--- src/rtl/selfroute_xbar_pkg.sv ---
package selfroute_xbar_pkg;

   localparam int DEF_PORTS     = 4;
   localparam int DEF_DATA_W    = 8;
   localparam int DEF_TAG_OFS   = 2;
   localparam int DEF_BODY_LEN  = 54;   // next-stage tag plus 53-byte cell
   localparam int DEF_FRAME_LEN = 64;
   localparam int DEF_ACK_SLOT  = 8;

   // width of the output-select field; the priority flag sits just above it
   function automatic int sel_width(input int ports);
      return (ports < 2) ? 1 : $clog2(ports);
   endfunction

endpackage

--- src/rtl/srx_frame_timer.sv ---
module srx_frame_timer #(
   parameter int FRAME_LEN = 64,
   localparam int CNT_W    = $clog2(FRAME_LEN)
) (
   input  logic             clk,
   input  logic             rst_n,
   input  logic             frame_start,
   output logic [CNT_W-1:0] cnt
);
   localparam logic [CNT_W-1:0] LAST = CNT_W'(FRAME_LEN - 1);

   always_ff @(posedge clk or negedge rst_n) begin
      if (!rst_n)           cnt <= LAST;
      else if (frame_start) cnt <= '0;
      else if (cnt != LAST) cnt <= cnt + 1'b1;
   end
endmodule

--- src/rtl/srx_rr_arbiter.sv ---
module srx_rr_arbiter #(
   parameter int PORTS   = 4,
   localparam int IDX_W  = $clog2(PORTS)
) (
   input  logic             clk,
   input  logic             rst_n,
   input  logic             update,
   input  logic [PORTS-1:0] req,
   input  logic [PORTS-1:0] pri,
   output logic [PORTS-1:0] gnt
);
   logic [IDX_W-1:0] ptr;
   logic [IDX_W-1:0] win_idx;
   logic [IDX_W-1:0] idx;
   logic [PORTS-1:0] eff;
   logic             found;

   always_comb begin
      eff     = (|(req & pri)) ? (req & pri) : req;
      gnt     = '0;
      win_idx = '0;
      idx     = '0;
      found   = 1'b0;
      for (int k = 1; k <= PORTS; k++) begin
         idx = ptr + IDX_W'(k);
         if (!found && eff[idx]) begin
            found      = 1'b1;
            gnt[idx]   = 1'b1;
            win_idx    = idx;
         end
      end
   end

   always_ff @(posedge clk or negedge rst_n) begin
      if (!rst_n)
         ptr <= IDX_W'(PORTS - 1);
      else if (update && ($countones(req) > 1))
         ptr <= win_idx;
   end
endmodule

--- src/rtl/selfroute_xbar.sv ---
module selfroute_xbar #(
   parameter int PORTS     = selfroute_xbar_pkg::DEF_PORTS,
   parameter int DATA_W    = selfroute_xbar_pkg::DEF_DATA_W,
   parameter int TAG_OFS   = selfroute_xbar_pkg::DEF_TAG_OFS,
   parameter int BODY_LEN  = selfroute_xbar_pkg::DEF_BODY_LEN,
   parameter int FRAME_LEN = selfroute_xbar_pkg::DEF_FRAME_LEN,
   parameter int ACK_SLOT  = selfroute_xbar_pkg::DEF_ACK_SLOT
) (
   input  logic                          clk,
   input  logic                          rst_n,
   input  logic                          frame_start,
   input  logic [PORTS-1:0]              in_valid,
   input  logic [PORTS-1:0][DATA_W-1:0]  in_data,
   output logic [PORTS-1:0]              in_ack,
   input  logic [PORTS-1:0]              out_ready,
   output logic [PORTS-1:0]              out_valid,
   output logic [PORTS-1:0][DATA_W-1:0]  out_data
);
   localparam int IDX_W = selfroute_xbar_pkg::sel_width(PORTS);
   localparam int CNT_W = $clog2(FRAME_LEN);

   // elaboration-time parameter checks
   if ((1 << IDX_W) != PORTS || PORTS < 2) begin : g_bad_ports
      $error("PORTS must be a power of two of at least 2");
   end
   if (DATA_W < IDX_W + 1) begin : g_bad_width
      $error("DATA_W too narrow for select field and priority flag");
   end
   if (FRAME_LEN < TAG_OFS + BODY_LEN + 2) begin : g_bad_frame
      $error("FRAME_LEN too short for tag offset and body");
   end
   if (ACK_SLOT <= TAG_OFS + 1 || ACK_SLOT >= FRAME_LEN) begin : g_bad_ack
      $error("ACK_SLOT must fall after the tag cycle and inside the frame");
   end

   logic [CNT_W-1:0] cnt;
   logic             tag_go, body_win, ack_prep;

   srx_frame_timer #(.FRAME_LEN(FRAME_LEN)) u_timer (
      .clk(clk), .rst_n(rst_n), .frame_start(frame_start), .cnt(cnt)
   );

   assign tag_go   = (cnt == CNT_W'(TAG_OFS)) && !frame_start;
   assign body_win = (cnt > CNT_W'(TAG_OFS)) && (cnt <= CNT_W'(TAG_OFS + BODY_LEN)) && !frame_start;
   assign ack_prep = (cnt == CNT_W'(ACK_SLOT - 1)) && !frame_start;

   logic [PORTS-1:0][PORTS-1:0] req, pri, gnt_c, gnt_q;   // [output][input]
   logic [PORTS-1:0][IDX_W-1:0] dst_q;
   logic [PORTS-1:0]            won;
   logic [PORTS-1:0][DATA_W-1:0] mux;

   // one arbiter per output
   for (genvar o = 0; o < PORTS; o++) begin : g_out
      for (genvar i = 0; i < PORTS; i++) begin : g_in
         assign req[o][i] = tag_go && in_valid[i] && (in_data[i][IDX_W-1:0] == IDX_W'(o));
         assign pri[o][i] = in_data[i][IDX_W];
      end

      srx_rr_arbiter #(.PORTS(PORTS)) u_arb (
         .clk(clk), .rst_n(rst_n), .update(tag_go),
         .req(req[o]), .pri(pri[o]), .gnt(gnt_c[o])
      );

      always_ff @(posedge clk or negedge rst_n) begin
         if (!rst_n)           gnt_q[o] <= '0;
         else if (frame_start) gnt_q[o] <= '0;
         else if (tag_go)      gnt_q[o] <= gnt_c[o];
      end

      always_ff @(posedge clk or negedge rst_n) begin
         if (!rst_n) begin
            out_valid[o] <= 1'b0;
            out_data[o]  <= '0;
         end else begin
            out_valid[o] <= body_win && (|gnt_q[o]);
            out_data[o]  <= (body_win && (|gnt_q[o])) ? mux[o] : '0;
         end
      end
   end

   // AND-OR crossbar selection driven by the one-hot grant rows
   always_comb begin
      for (int o = 0; o < PORTS; o++) begin
         mux[o] = '0;
         for (int i = 0; i < PORTS; i++)
            if (gnt_q[o][i]) mux[o] = mux[o] | in_data[i];
      end
   end

   always_comb begin
      won = '0;
      for (int o = 0; o < PORTS; o++)
         won = won | gnt_q[o];
   end

   for (genvar i = 0; i < PORTS; i++) begin : g_ack
      always_ff @(posedge clk or negedge rst_n) begin
         if (!rst_n)      dst_q[i] <= '0;
         else if (tag_go) dst_q[i] <= in_data[i][IDX_W-1:0];
      end

      always_ff @(posedge clk or negedge rst_n) begin
         if (!rst_n) in_ack[i] <= 1'b0;
         else        in_ack[i] <= ack_prep && won[i] && out_ready[dst_q[i]];
      end
   end
endmodule

--- config.mk ---
export PLATFORM = sky130hd
export DESIGN_NAME = selfroute_xbar
export DESIGN_NICKNAME = d
export VERILOG_FILES = /design/src/rtl/selfroute_xbar_pkg.sv /design/src/rtl/srx_frame_timer.sv /design/src/rtl/srx_rr_arbiter.sv /design/src/rtl/selfroute_xbar.sv
export SDC_FILE = /design/constraint.sdc
export NUM_CORES = 1
export LEC_CHECK = 0
export BUFFER_PORTS_ARGS = -buffer_cell sky130_fd_sc_hd__buf_2
export CAP_MARGIN = 20
export CORE_MARGIN = 4
export CORE_UTILIZATION = 55
export CTS_CLUSTER_DIAMETER = 40
export CTS_CLUSTER_SIZE = 40
export DETAILED_ROUTE_END_ITERATION = 8
export PLACE_DENSITY_LB_ADDON = 0.25
export SLEW_MARGIN = 20
export SYNTH_ARGS = -nofsm -noshare
export SYNTH_HDL_FRONTEND = slang
export SYNTH_SLANG_ARGS = --single-unit
export TNS_END_PERCENT = 50
--- constraint.sdc ---
create_clock -name clk -period 8.8 [get_ports clk]
set_input_delay 0.88 -clock clk [delete_from_list [all_inputs] [get_ports clk]]
set_output_delay 0.88 -clock clk [all_outputs]
set_load 0.01 [all_outputs]
# ---- Word level (Yosys, flattened, before mapping)
# Cells that the tools add are included.
dict set report op_classes {
  mux 146
  mul 0
  n_bitwise 35
  eq_ne 15
  div_mod_pow 0
  n_shift 0
  reduce_logical 99
  n_lt_le_gt_ge 42
  add_sub_neg 25
}
# op count
set ops {}
lappend ops {{8-bit 2-to-1 mux} 20}
lappend ops {{32-bit adder} 4}
lappend ops {{32-bit by 2-bit > comparator with 1-bit output (second input constant)} 4}
lappend ops {{4-bit 2-to-1 mux} 28}
lappend ops {{8-bit bitwise OR} 12}
lappend ops {{1-bit logical AND} 68}
lappend ops {{2-bit by 3-bit < comparator with 1-bit output (second input constant)} 20}
lappend ops {{4-bit bitwise OR} 15}
lappend ops {{1-bit 2-to-1 mux} 48}
lappend ops {{1-bit binary-select mux with 2-bit select} 20}
lappend ops {{1-bit demux with 2-bit select} 16}
lappend ops {{2-bit by 1-bit >= comparator with 1-bit output (second input constant)} 16}
lappend ops {{4-bit OR reduction} 8}
lappend ops {{2-bit 2-to-1 mux} 12}
lappend ops {{1-bit by 1-bit adder with 2-bit output} 8}
lappend ops {{2-bit adder (second input constant)} 8}
lappend ops {{4-bit AND} 4}
lappend ops {{2-bit == test (second input constant)} 8}
lappend ops {{1-bit logical NOT} 13}
lappend ops {{6-bit 2-to-1 mux} 2}
lappend ops {{2-bit by 1-bit adder with 2-bit output (second input constant)} 4}
lappend ops {{2-bit by 1-bit == test with 1-bit output (second input constant)} 4}
lappend ops {{2-bit logical NOT} 4}
lappend ops {{2-bit AND reduction} 4}
lappend ops {{other kinds (8)} 12}
dict set report word_totals {
  output_inout_bits 40
  mem_bits_ro 0
  mem_bits_rw 0
  latch_bits 0
  reg_bits 78
  mem_count 0
}

# ---- Logic depth before layout (Yosys ltp)
dict set report depth {
  depth_word 21
  ltp_mapped 14
  depth_no_buf 12
}

# ---- Modules after synthesis
# From an unflattened synthesis, not the netlist that was laid out.
dict set report hier_totals {
  hier_cells 769
  hier_area_um2 7076.8
}
# mod cells_each n_inst area_each_um2
set modules_own_cells {}
lappend modules_own_cells {srx_rr_arbiter 110 4 860.8}
lappend modules_own_cells {selfroute_xbar 300 1 3323.2}
lappend modules_own_cells {srx_frame_timer 29 1 310.3}

# ---- Least setup slack after synthesis
# No wires, ideal clock.
dict set report synth_timing {
  path_kind {input -> register}
  startpoint {in frame_start}
  endpoint {reg g_out[3].u_arb.ptr[1]}
  arrival_ns 3.386
  setup_time_ns 0.075
  slack_ns 5.339
  path_buffers 3
  cell_stages 12
  path_cell_list {clkbuf_1 > nor2b_1 > nand2_1 > clkbuf_1 > clkbuf_1 > nor2_1 > ha_1 > nand2_1 > fa_1 > a21oi_1 > a21boi_1 > a2bb2oi_1}
}
dict set report synth_via {
  elab_chain_cells 20
}
# element line_no
set synth_lines {}
lappend synth_lines {{start, declared} selfroute_xbar.sv:11} ;# input logic frame_start,
lappend synth_lines {{1-bit logical NOT *} selfroute_xbar.sv:43} ;# assign tag_go = (cnt == CNT_W'(TAG_OFS)) && !frame_start;
lappend synth_lines {{1-bit logical AND *} selfroute_xbar.sv:43}
lappend synth_lines {{branches (longest 18 deep; another with 32-bit adder)} --}
lappend synth_lines {{end signal, assigned} srx_rr_arbiter.sv:36} ;# ptr <= IDX_W'(PORTS - 1);
lappend synth_lines {{end signal, assigned} srx_rr_arbiter.sv:38} ;# ptr <= win_idx;
lappend synth_lines {{end, declared} srx_rr_arbiter.sv:12} ;# logic [IDX_W-1:0] ptr;
# Mark *: on every way between the ends. The select of a mux whose other input is x is not followed.
# A chain may end at the register's enable or synchronous reset.

# ---- Worst setup path after layout
dict set report layout_timing {
  startpoint {reg u_timer.cnt[5]}
  endpoint {reg g_out[0].u_arb.ptr[0]}
}
dict set report layout_via {
  elab_chain_cells 20
}
# element line_no
set layout_lines {}
lappend layout_lines {{start, declared} srx_frame_timer.sv:8} ;# output logic [CNT_W-1:0] cnt
lappend layout_lines {{start signal, assigned} srx_frame_timer.sv:15} ;# else if (cnt != LAST) cnt <= cnt + 1'b1;
lappend layout_lines {{6-bit by 2-bit == test with 1-bit output *} selfroute_xbar.sv:43}
lappend layout_lines {{1-bit logical AND *} selfroute_xbar.sv:43}
lappend layout_lines {{branches (longest 18 deep; another with 32-bit adder)} --}
lappend layout_lines {{end signal, assigned} srx_rr_arbiter.sv:36}
lappend layout_lines {{end signal, assigned} srx_rr_arbiter.sv:38}
lappend layout_lines {{end, declared} srx_rr_arbiter.sv:12}
# Marked as above.

==> flow_metrics.env <==
export IMPL_clock_latency_ns=0.34
export IMPL_tightest_pin_transition_ns=1.01
export IMPL_timing_clock_skew_ns=0.00905
export IMPL_groute_usage_overall_pct=28.6
export IMPL_synth_area_mux_share_pct=6.50
export IMPL_syn_cell_area_um2=6370
export IMPL_h_tree_depth=3
export IMPL_timing_critical_path_required_ns=9.07
export IMPL_port_buffers=82
export IMPL_root_buffer="sky130_fd_sc_hd__clkbuf_16"
export IMPL_fmaxAchievable_mhz=271
export IMPL_timing_max_cap_violations=0
export IMPL_post_route_drc_count=0
export IMPL_hpwl_um=13500
export IMPL_num_nets_final=837
export IMPL_final_layout_size_suffix_gt1_share_pct=20.5
export IMPL_post_cts_resized=0
export IMPL_post_synth_xor_area_fraction_pct=0.275
export IMPL_core_area_um2=11400
export IMPL_cts_hold_buffers=0
export IMPL_avg_synthesized_cell_area_um2=9.11
export IMPL_hold_path_class="reg2reg"
export IMPL_adder_cell_share_of_the_synthesized_area_pct=9.50
export IMPL_top_layer="met4"
export IMPL_synth_enable_flop_cells=0
export IMPL_relSlewSlack_pct=31.6
export IMPL_drt_first_iter_violations=998
export IMPL_globalplace_congestion=0.933
export IMPL_outcome="complete, no violations"
export IMPL_setup_worst_path_end_class="flop"
export IMPL_initial_core_util_pct=56.1
export IMPL_floorplan_rows=39
export IMPL_finalCritPeriodShare_pct=41.9
export IMPL_drt_first_pass_iters=6
export IMPL_antenna_left=0
export IMPL_finalSetupTns_ns=0
export IMPL_worst_voltage_drop_across_the_vdd_grid_v=0.0000953
export IMPL_synth_ff_latch_count=78
export IMPL_initial_antenna_violation_count=0
export IMPL_wl_per_cell_um=21.4
export IMPL_synth_net_count=789
export IMPL_postSynth_topFlopCell="sky130_fd_sc_hd__dfrtp_1"
export IMPL_final_antenna_diode_count=0
export IMPL_layout_cells_most_common_list="81 x sky130_fd_sc_hd__buf_2, 65 x sky130_fd_sc_hd__nand2_1, 65 x sky130_fd_sc_hd__a22oi_1"
export IMPL_die_w_um=116
export IMPL_cts_repair_timing_setup_buffer_count=0
export IMPL_cp_data_arrival_time_ns=3.96
export IMPL_wl_met2_um=8600
export IMPL_grt_overflow_total=0
export IMPL_grt_first_pass_wirelength_um=30400
export IMPL_warnings_synthesis=0
export IMPL_utilization_pct=62.7
export IMPL_vias=6343
export IMPL_synthSimpleGateAreaFrac_pct=22.0
export IMPL_synth_cell_type_count=79
export IMPL_clk_pin_slew_worst_paths_ns=0.06
export IMPL_grt_start_max_net_pins=79
export IMPL_flow_area_growth_from_synthesis_pct=11.8
export IMPL_die_area_um2=13400
export IMPL_fp_dieH_um=116
export IMPL_largest_family_of_logic_cells_by_synthesized_area="compound AO/OA/AOI/OAI gates"
export IMPL_setup_worst_path_start_class="flop"
export IMPL_final_hold_violation_count=0
export IMPL_final_min_clock_period_ns=3.69
export IMPL_slew_violations=0
export IMPL_count_of_endpoints_failing_setup_in_the_final_report=0
export IMPL_asyncSetResetFlopFracSynth_pct=100
export IMPL_timing_worst_setup_path_type="reg2reg"
export IMPL_syn_inst_count=700
export IMPL_clockBufferDepth=2
export IMPL_pwr_density_cell_nw_per_um2=126
export IMPL_wirelength_um=19200
export IMPL_cts_tree="built"
export IMPL_layout_commonest_cell="sky130_fd_sc_hd__buf_2"
export IMPL_cts_sinks=78
export IMPL_detail_route_vias_per_cell=7.08
export IMPL_yosysSeqAreaShare_pct=30.9
export IMPL_rsz0062_at_grt="no"
export IMPL_cts_inserted_buffers=9
export IMPL_complex_gate_fraction_of_the_synthesized_area_pct=25.5
export IMPL_detailroute_wirelength_met3_um=2210
export IMPL_grt_pass1_vias=5958
export IMPL_critical_path_peak_fanout=15
export IMPL_met1_wire_length_um=7750
export IMPL_total_leakage_power_nw=3.05
export IMPL_ios=83
[metrics by stage]
stage	hold slack [ns]	power [mW]	instances	setup WS [ns]	cell area [um^2]
2_1_floorplan	0.455	0.463	700	5.34	6370
3_3_place_gp	0.491	0.505	880	5.20	6800
3_5_place_dp	0.484	0.509	880	5.04	6800
4_1_cts	0.515	0.902	896	5.11	7120
5_1_grt	0.555	0.931	896	4.93	7120
6_report	0.517	0.899	896	5.11	7120
[where the power goes]
part           switching [mW]  total (mW)  internal (mW)
combinational          0.0691       0.113         0.0436
sequential             0.0201       0.396          0.376
clock                   0.153       0.390          0.238
total                   0.242       0.899          0.657
[synth_stat cells (all sizes together), types with 4 or more instances]
| library cell | number | area [um^2] |
|---|---|---|
| nand4bb | 4 | 45.0 |
| nand4 | 15 | 93.8 |
| o31ai | 6 | 45.0 |
| mux4 | 17 | 383 |
| and3 | 5 | 31.3 |
| a31oi | 20 | 125 |
| nor3 | 20 | 105 |
| a221o | 4 | 40.0 |
| a32oi | 5 | 43.8 |
| a311oi | 4 | 35.0 |
| dfrtp | 64 | 1600 |
| nor2 | 32 | 136 |
| o41ai | 4 | 35.0 |
| a22o | 8 | 70.1 |
| a211oi | 5 | 37.5 |
| inv | 32 | 120 |
| nor4 | 15 | 128 |
| nand3 | 15 | 75.1 |
| nor2b | 7 | 48.8 |
| o21ai | 11 | 55.1 |
| nor3b | 9 | 67.6 |
| nand4b | 10 | 87.6 |
| or3 | 6 | 37.5 |
| a21o | 9 | 67.6 |
| and2 | 11 | 68.8 |
| or4 | 7 | 56.3 |
| a21oi | 45 | 225 |
| nand2b | 6 | 37.5 |
| a22oi | 65 | 488 |
| ha | 42 | 526 |
| a31o | 7 | 61.3 |
| clkbuf | 43 | 161 |
| a211o | 4 | 35.0 |
| buf | 6 | 38.8 |
| nand2 | 65 | 244 |
| fa | 4 | 80.1 |
| clkinv | 5 | 18.8 |
| nand3b | 5 | 37.5 |
| dfstp | 14 | 368 |
[worst max-delay path, cell delays in order (launching register included)]
cell and delay [ns]:
sky130_fd_sc_hd__dfstp_2 0.40, sky130_fd_sc_hd__or4_1 0.83, sky130_fd_sc_hd__or4_4 0.68, sky130_fd_sc_hd__clkinv_1 0.09, sky130_fd_sc_hd__ha_1 0.22, sky130_fd_sc_hd__nand2_1 0.09, sky130_fd_sc_hd__fa_1 0.41, sky130_fd_sc_hd__a21oi_1 0.30
sky130_fd_sc_hd__inv_1 0.10, sky130_fd_sc_hd__or3_1 0.32, sky130_fd_sc_hd__o22a_1 0.18
[metal layers]
| layer | GRT usage, % | up-vias |
|---|---|---|
| met2 | 45.7 | 468 |
| met4 | 11.0 | 0 |
| li1 | - | 2818 |
| met5 | 0 | - |
| met3 | 5.90 | 60 |
| met1 | 38.3 | 2997 |
[flip-flops by register name (all words and copies together) (netlist names)]
signal           count
dst_q                8
g_out.u_arb.ptr      8
out_valid            4
u_timer.cnt          6
out_data            32
in_ack               4
gnt_q               16
[final cells by class]
cell class / instances / area [um^2]
clock buffers: 11 / 253
clock inverters: 5 / 65.1
fillers: 956 / 4250
inverters: 37 / 139
multi-input cells: 536 / 4080
flip-flops and latches: 78 / 1970
well taps: 143 / 179
repair buffers: 86 / 443
[final timing paths]
kind                                start                    end  slack (ns)  cells after the start
max in group asynchronous           rst_n               gnt_q[1]        7.46                      1
hold / removal                   dst_q[7]               dst_q[7]        0.52                      2
hold reg to reg                  dst_q[7]               dst_q[7]        0.52                      2
setup reg to reg           u_timer.cnt[5]  g_out[0].u_arb.ptr[0]        5.11                     10
min in group asynchronous           rst_n              gnt_q[14]        0.70                      1
setup / recovery           u_timer.cnt[5]  g_out[0].u_arb.ptr[0]        5.11                     10
[cells by family (layout without fill, tap and decap cells)]
| kind of cell | count (synthesis) | in the layout |
|---|---|---|
| buffers and inverters | 86 | 139 |
| adder cells (fa/ha/maj) | 46 | 46 |
| flip-flops | 78 | 78 |
| multiplexers | 20 | 20 |
| AND/OR/NAND/NOR | 243 | 243 |
| XOR/XNOR | 2 | 2 |
| AO/OA/AOI/OAI | 225 | 225 |
No activity file was read; power rests on OpenSTA's default activity.
